**config.mk**
```make
export PLATFORM = sky130hd
export DESIGN_NAME = pow2ClockGate
export DESIGN_NICKNAME = d
export VERILOG_FILES = /design/src/rtl/pow2GatePkg.sv /design/src/rtl/pow2GateCtrl.sv /design/src/rtl/pow2GateData.sv /design/src/rtl/pow2ClockGate.sv
export SDC_FILE = /design/constraint.sdc
export NUM_CORES = 1
export LEC_CHECK = 0
export CAP_MARGIN = 30
export CORE_MARGIN = 2
export CORE_UTILIZATION = 40
export CTS_CLUSTER_SIZE = 12
export DETAILED_ROUTE_END_ITERATION = 10
export PLACE_DENSITY = 0.55
export SLEW_MARGIN = 10
export SYNTH_ARGS = -nofsm -noshare
export SYNTH_HDL_FRONTEND = slang
export SYNTH_SLANG_ARGS = --single-unit
```
**constraint.sdc**
```tcl
create_clock -name clk -period 9.2 [get_ports clk]
set_input_delay 1.84 -clock clk [delete_from_list [all_inputs] [get_ports clk]]
set_output_delay 1.84 -clock clk [all_outputs]
set_load 0.02 [all_outputs]
```
**src/rtl/pow2GatePkg.sv**
```systemverilog
package pow2GatePkg;

  localparam int CODE_W = 4;

  typedef enum logic {
    GATE_OFF = 1'b0,
    GATE_ON  = 1'b1
  } gateState_t;

  // strobes from control to datapath
  typedef struct packed {
    logic              outActive;
    logic [CODE_W-1:0] code;
  } gateCtrl_t;

endpackage

```
**src/rtl/pow2GateCtrl.sv**
```systemverilog
module pow2GateCtrl
  import pow2GatePkg::*;
#(
  parameter int MAX_CODE        = 8,
  parameter int STARTUP_CYCLES  = 512,
  parameter int DEGLITCH_CYCLES = 6
) (
  input  logic              clk,
  input  logic              rstN,
  input  logic [CODE_W-1:0] divCode,
  input  logic              outEnable,
  input  logic              powerDown,
  input  logic              fallNext,
  output gateCtrl_t         ctrl,
  output logic              pdActive
);

  localparam int SU_W   = $clog2(STARTUP_CYCLES + 1);
  localparam int PD_MAX = (1 << (MAX_CODE + 2)) + DEGLITCH_CYCLES;
  localparam int PD_W   = $clog2(PD_MAX + 1);

  gateState_t        gateState;
  logic [CODE_W-1:0] curCode;
  logic [CODE_W-1:0] clampCode;
  logic [SU_W-1:0]   suCnt;
  logic [PD_W-1:0]   pdCnt;
  logic [PD_W-1:0]   pdThresh;
  logic              ready;
  logic              want;

  assign clampCode = (divCode > CODE_W'(MAX_CODE)) ? CODE_W'(MAX_CODE) : divCode;

  // two output periods plus the deglitch count, in clock cycles
  assign pdThresh = (PD_W'(1) << (curCode + CODE_W'(2))) + PD_W'(DEGLITCH_CYCLES);
  assign pdActive = (pdCnt >= pdThresh);
  assign ready    = (suCnt == SU_W'(STARTUP_CYCLES));
  assign want     = outEnable && ready && !pdActive;

  // start-up hold-off, restarted by an accepted power-down
  always_ff @(posedge clk or negedge rstN) begin
    if (!rstN) begin
      suCnt <= '0;
    end else if (pdActive) begin
      suCnt <= '0;
    end else if (!ready) begin
      suCnt <= suCnt + SU_W'(1);
    end
  end

  // power-down width filter
  always_ff @(posedge clk or negedge rstN) begin
    if (!rstN) begin
      pdCnt <= '0;
    end else if (!powerDown) begin
      pdCnt <= '0;
    end else if (pdCnt < PD_W'(PD_MAX)) begin
      pdCnt <= pdCnt + PD_W'(1);
    end
  end

  // output gate: on at once, off only when a high phase ends
  always_ff @(posedge clk or negedge rstN) begin
    if (!rstN) begin
      gateState <= GATE_OFF;
    end else begin
      case (gateState)
        GATE_OFF: if (want) gateState <= GATE_ON;
        GATE_ON: begin
          if (pdActive) gateState <= GATE_OFF;
          else if (!want && fallNext) gateState <= GATE_OFF;
        end
        default: gateState <= GATE_OFF;
      endcase
    end
  end

  // divider code follows the input only while the gate is closed
  always_ff @(posedge clk or negedge rstN) begin
    if (!rstN) begin
      curCode <= '0;
    end else if (gateState == GATE_OFF) begin
      curCode <= clampCode;
    end
  end

  assign ctrl.outActive = (gateState == GATE_ON) && !pdActive;
  assign ctrl.code      = curCode;

endmodule

```
**src/rtl/pow2GateData.sv**
```systemverilog
module pow2GateData
  import pow2GatePkg::*;
#(
  parameter int MAX_CODE = 8
) (
  input  logic      clk,
  input  logic      rstN,
  input  gateCtrl_t ctrl,
  input  logic      idleLow,
  output logic      pinData,
  output logic      pinDrive,
  output logic      fallNext
);

  localparam int CW = MAX_CODE + 1;

  logic [CW-1:0] cnt;
  logic [CW-1:0] lowMask;
  logic [CW-1:0] selBit;
  logic          divClk;

  // divider restarts from zero whenever the output is inactive
  always_ff @(posedge clk or negedge rstN) begin
    if (!rstN) begin
      cnt <= '0;
    end else if (ctrl.outActive) begin
      cnt <= cnt + CW'(1);
    end else begin
      cnt <= '0;
    end
  end

  for (genvar g = 0; g < CW; g++) begin : gSel
    assign lowMask[g] = (ctrl.code >= CODE_W'(g));
    assign selBit[g]  = (ctrl.code == CODE_W'(g));
  end

  assign divClk   = |(cnt & selBit);
  // all counter bits up to the selected one set: divided clock falls next
  assign fallNext = &(cnt | ~lowMask);

  assign pinData  = ctrl.outActive && divClk;
  assign pinDrive = ctrl.outActive || idleLow;

endmodule

```
**src/rtl/pow2ClockGate.sv**
```systemverilog
module pow2ClockGate
  import pow2GatePkg::*;
#(
  parameter int MAX_CODE        = 8,
  parameter int STARTUP_CYCLES  = 512,
  parameter int DEGLITCH_CYCLES = 6
) (
  input  logic              clk,
  input  logic              rstN,
  input  logic [CODE_W-1:0] divCode,
  input  logic              outEnable,
  input  logic              powerDown,
  input  logic              idleLow,
  output logic              pinData,
  output logic              pinDrive
);

  gateCtrl_t ctrlBus;
  logic      fallNext;
  logic      pdActive;

  pow2GateCtrl #(
    .MAX_CODE       (MAX_CODE),
    .STARTUP_CYCLES (STARTUP_CYCLES),
    .DEGLITCH_CYCLES(DEGLITCH_CYCLES)
  ) uCtrl (
    .clk      (clk),
    .rstN     (rstN),
    .divCode  (divCode),
    .outEnable(outEnable),
    .powerDown(powerDown),
    .fallNext (fallNext),
    .ctrl     (ctrlBus),
    .pdActive (pdActive)
  );

  pow2GateData #(
    .MAX_CODE(MAX_CODE)
  ) uData (
    .clk     (clk),
    .rstN    (rstN),
    .ctrl    (ctrlBus),
    .idleLow (idleLow),
    .pinData (pinData),
    .pinDrive(pinDrive),
    .fallNext(fallNext)
  );

endmodule

```
==> flow_summary.toml <==
[timing]
hold_viol = 0
max_freq_ghz = 0.169
rsz0062_at_grt = "false"
skew_ns = 0.00772
final.min_clock_period_ns = 5.92
slew_headroom_pct = 42.8
setup-tns-final_ns = 0
fin_crit_sh_pct = 64.4
slew_violations = 0
tightest_slew_ns = 0.854
worst_slack_ns = 3.28
setup_viol = 0

[route]
wirelength_mm = 4.27
wl_per_cell_microns = 13.3
drt_iter0_markers = 60
drc = 0
antenna_left = 0
firstDrtPassIters = 4
vias = 1630
avgViaCountPerCell = 5.08

[cells_and_area]
layout_common_cells = "35 x dfrtp_1, 30 x nor2_1, 21 x nand2_1"
post-route-util_pct = 47.9
drive_gt1_share_pct = 5.58
fillers = 518
nNetsFinal = 277
final_common_cell = "dfrtp_1"
diodes = 0
syn_to_final_growth_pct = 13.6

[logic_synthesis]
muxShareOfSynthArea_pct = 2.40
synth_top_family_by_area = "simple AND/OR/NAND/NOR gates"
syn_area_per_cell_sq_um = 9.17
synth_compound_area_share_pct = 11.2
netlist.area_leader.share_pct = 40.0
yosys.area_share.xor_xnor_pct = 10.8
synthTopCellsByArea = "dfrtp_1 40%, ha_1 10%, xor2_1 6.4%, nor2_1 5.1%, xnor2_1 4.4%"
synthAdderAreaFrac_pct = 10.3
syn_nets = 266
synth-simple-area-share_pct = 22.4
ys_ff_latch = 35
ys_types = 38
ys_seq_area_share_pct = 40.0
yosys_warnings = 0
syn_area_sq_um = 2190
postSynthCellCount = 239
yosys.area.top_type = "dfrtp_1"

[floorplan]
core_area_sq_um = 5200
fp.dieH_microns = 78.0
rows = 26
ios = 11
die_x_microns = 78.0
die_area_sq_um = 6090
initial_utilization_pct = 42.1

[grt]
grt_pass1_wl_mm = 7.46
grtUsageMet2_pct = 23.7
antenna_found_initial = 0
grt_overflow = 0
grtUsageTotal_pct = 15.4
grt_max_degree = 36
grtUsageMet3_pct = 3.56
top_usage_layer = "met2"
use_met1_pct = 21.4
grt_pass1_vias = 1595

[critical_path]
path_max_fanout = 18
worstPathCellList = "ha_1 > xnor2_1 > and2_1 > nand3_1 > ha_1 > ha_1 > nand2_1 > o21ai_0 > a21oi_1 > o211ai_1 > nor2_1 > clkdlybuf4s50_1"
slowest_delay_ns = 0.71
start_kind = "flip-flop"
crit_family = "adder cells"
cp_common_cell = "ha_1"
worstPathArrival_ns = 4.08
cp_data_required_time_ns = 7.36
critPathKind = "flip-flop to primary output"
critPathSlowestCell = "o211ai_1"
cp-end-kind = "primary output"
crit_buf_inv = 1

[clock_tree]
cts.sinks = 35
cts_setup_buffers = 0
ctsHoldBuffers = 0
cts_tree = "done"
cts_max_path_buffers = 2
cts_htree_levels = 2
numCtsBuffers = 5
clk-insertion-delay-late_ns = 0.29
cts.repair.resized = 0
clk_pin_slew_ns = 0.08
cts_root_buf = "clkbuf_8"

[place]
pre_cts_ws_ns = 3.58
place.gp.congestion = 0.789
dpl.hpwl_mm = 3.06
port_buffers = 10

[flow_run]
drv_cap = 0

[power]
power.leakage_nw = 1.17
p_per_area_nw_per_um2 = 192
ir_drop_uv = 147

[outcome]
run_status = "finished, final reports clean"

[hold_path]
hp-class = "flip-flop to flip-flop"
[where the power goes]
part	switching (mW)	internal, mW
logic	0.0565	0.0476
registers	0.0336	0.175
clock network	0.0581	0.108
total	0.148	0.331
[synthesized netlist by cell type, drive strengths merged]
library cell and instances:
o211ai 1, o22ai 3, clkbuf 6, nand4b 1, nand2b 1, dfrtp 35
nor2b 5, nor3 2, a21o 1, nor4 1, xnor2 11, mux2i 3
a31oi 2, a21boi 2, ha 18, a21oi 9, o21ai 7, xor2 16
nand4 2, nand2 21, or3 2, nand3 18, buf 1, o22a 1
o21bai 1, nor4b 1, and2 9, a211o 1, o41ai 2, mux2 2
a221oi 2, inv 10, a22oi 1, o2bb2ai 1, o221ai 1, nor2 30
and3 9
[flip-flops by register name (all words and copies together) (netlist names)]
name	flops
uCtrl.pdCnt	11
uCtrl.curCode	4
uCtrl.suCnt	10
uData.cnt	9
uCtrl.gateState	1
[through the flow]
stage                     cells  hold WS (ns)  cell area (sq um)  total power [mW]
after floorplan             239         0.478               2190             0.286
after global placement      313         0.515               2350             0.316
after detailed placement    313         0.526               2350             0.316
after CTS                   321         0.537               2490             0.485
after global routing        321         0.567               2490             0.514
final                       321         0.537               2490             0.479
[worst paths after layout]
path                       slack (ns)        startpoint             end  cells after the start
min in group asynchronous        1.63              rstN  uCtrl.pdCnt[2]                      1
hold reg to reg                  0.54      uData.cnt[0]    uData.cnt[0]                      1
max in group asynchronous        7.07              rstN  uCtrl.pdCnt[3]                      1
setup reg to reg                 5.82  uCtrl.curCode[1]    uData.cnt[2]                     11
hold / removal                   0.54      uData.cnt[0]    uData.cnt[0]                      1
setup / recovery                 3.28  uCtrl.curCode[1]         pinData                     12
[routing by layer]
layer  part of all wire, %  vias up
li1                      -      847
met5                     0        -
met3                   2.6        4
met1                    51      763
met2                    45       16
met4                   1.1        0
[layout make-up]
cell class                 count  area [sq um]  area share [%]
multi-input combinational    187          1250            50.2
sequential                    35           876            35.2
timing repair buffer          11           103            4.12
tap                           70          87.6            3.52
clock buffer                   5          68.8            2.76
clock inverter                 3          67.6            2.71
inverter                      10          37.5            1.51
[cell families (layout without fill, tap and decap cells)]
| logic type | Yosys count | after routing |
|---|---|---|
| simple gates | 102 | 102 |
| compound gates | 35 | 35 |
| flops | 35 | 35 |
| xor+xnor | 27 | 27 |
| fa+ha+maj | 18 | 18 |
| buf+inv | 17 | 29 |
| mux | 5 | 5 |
Power figures use the tool's default switching activity.
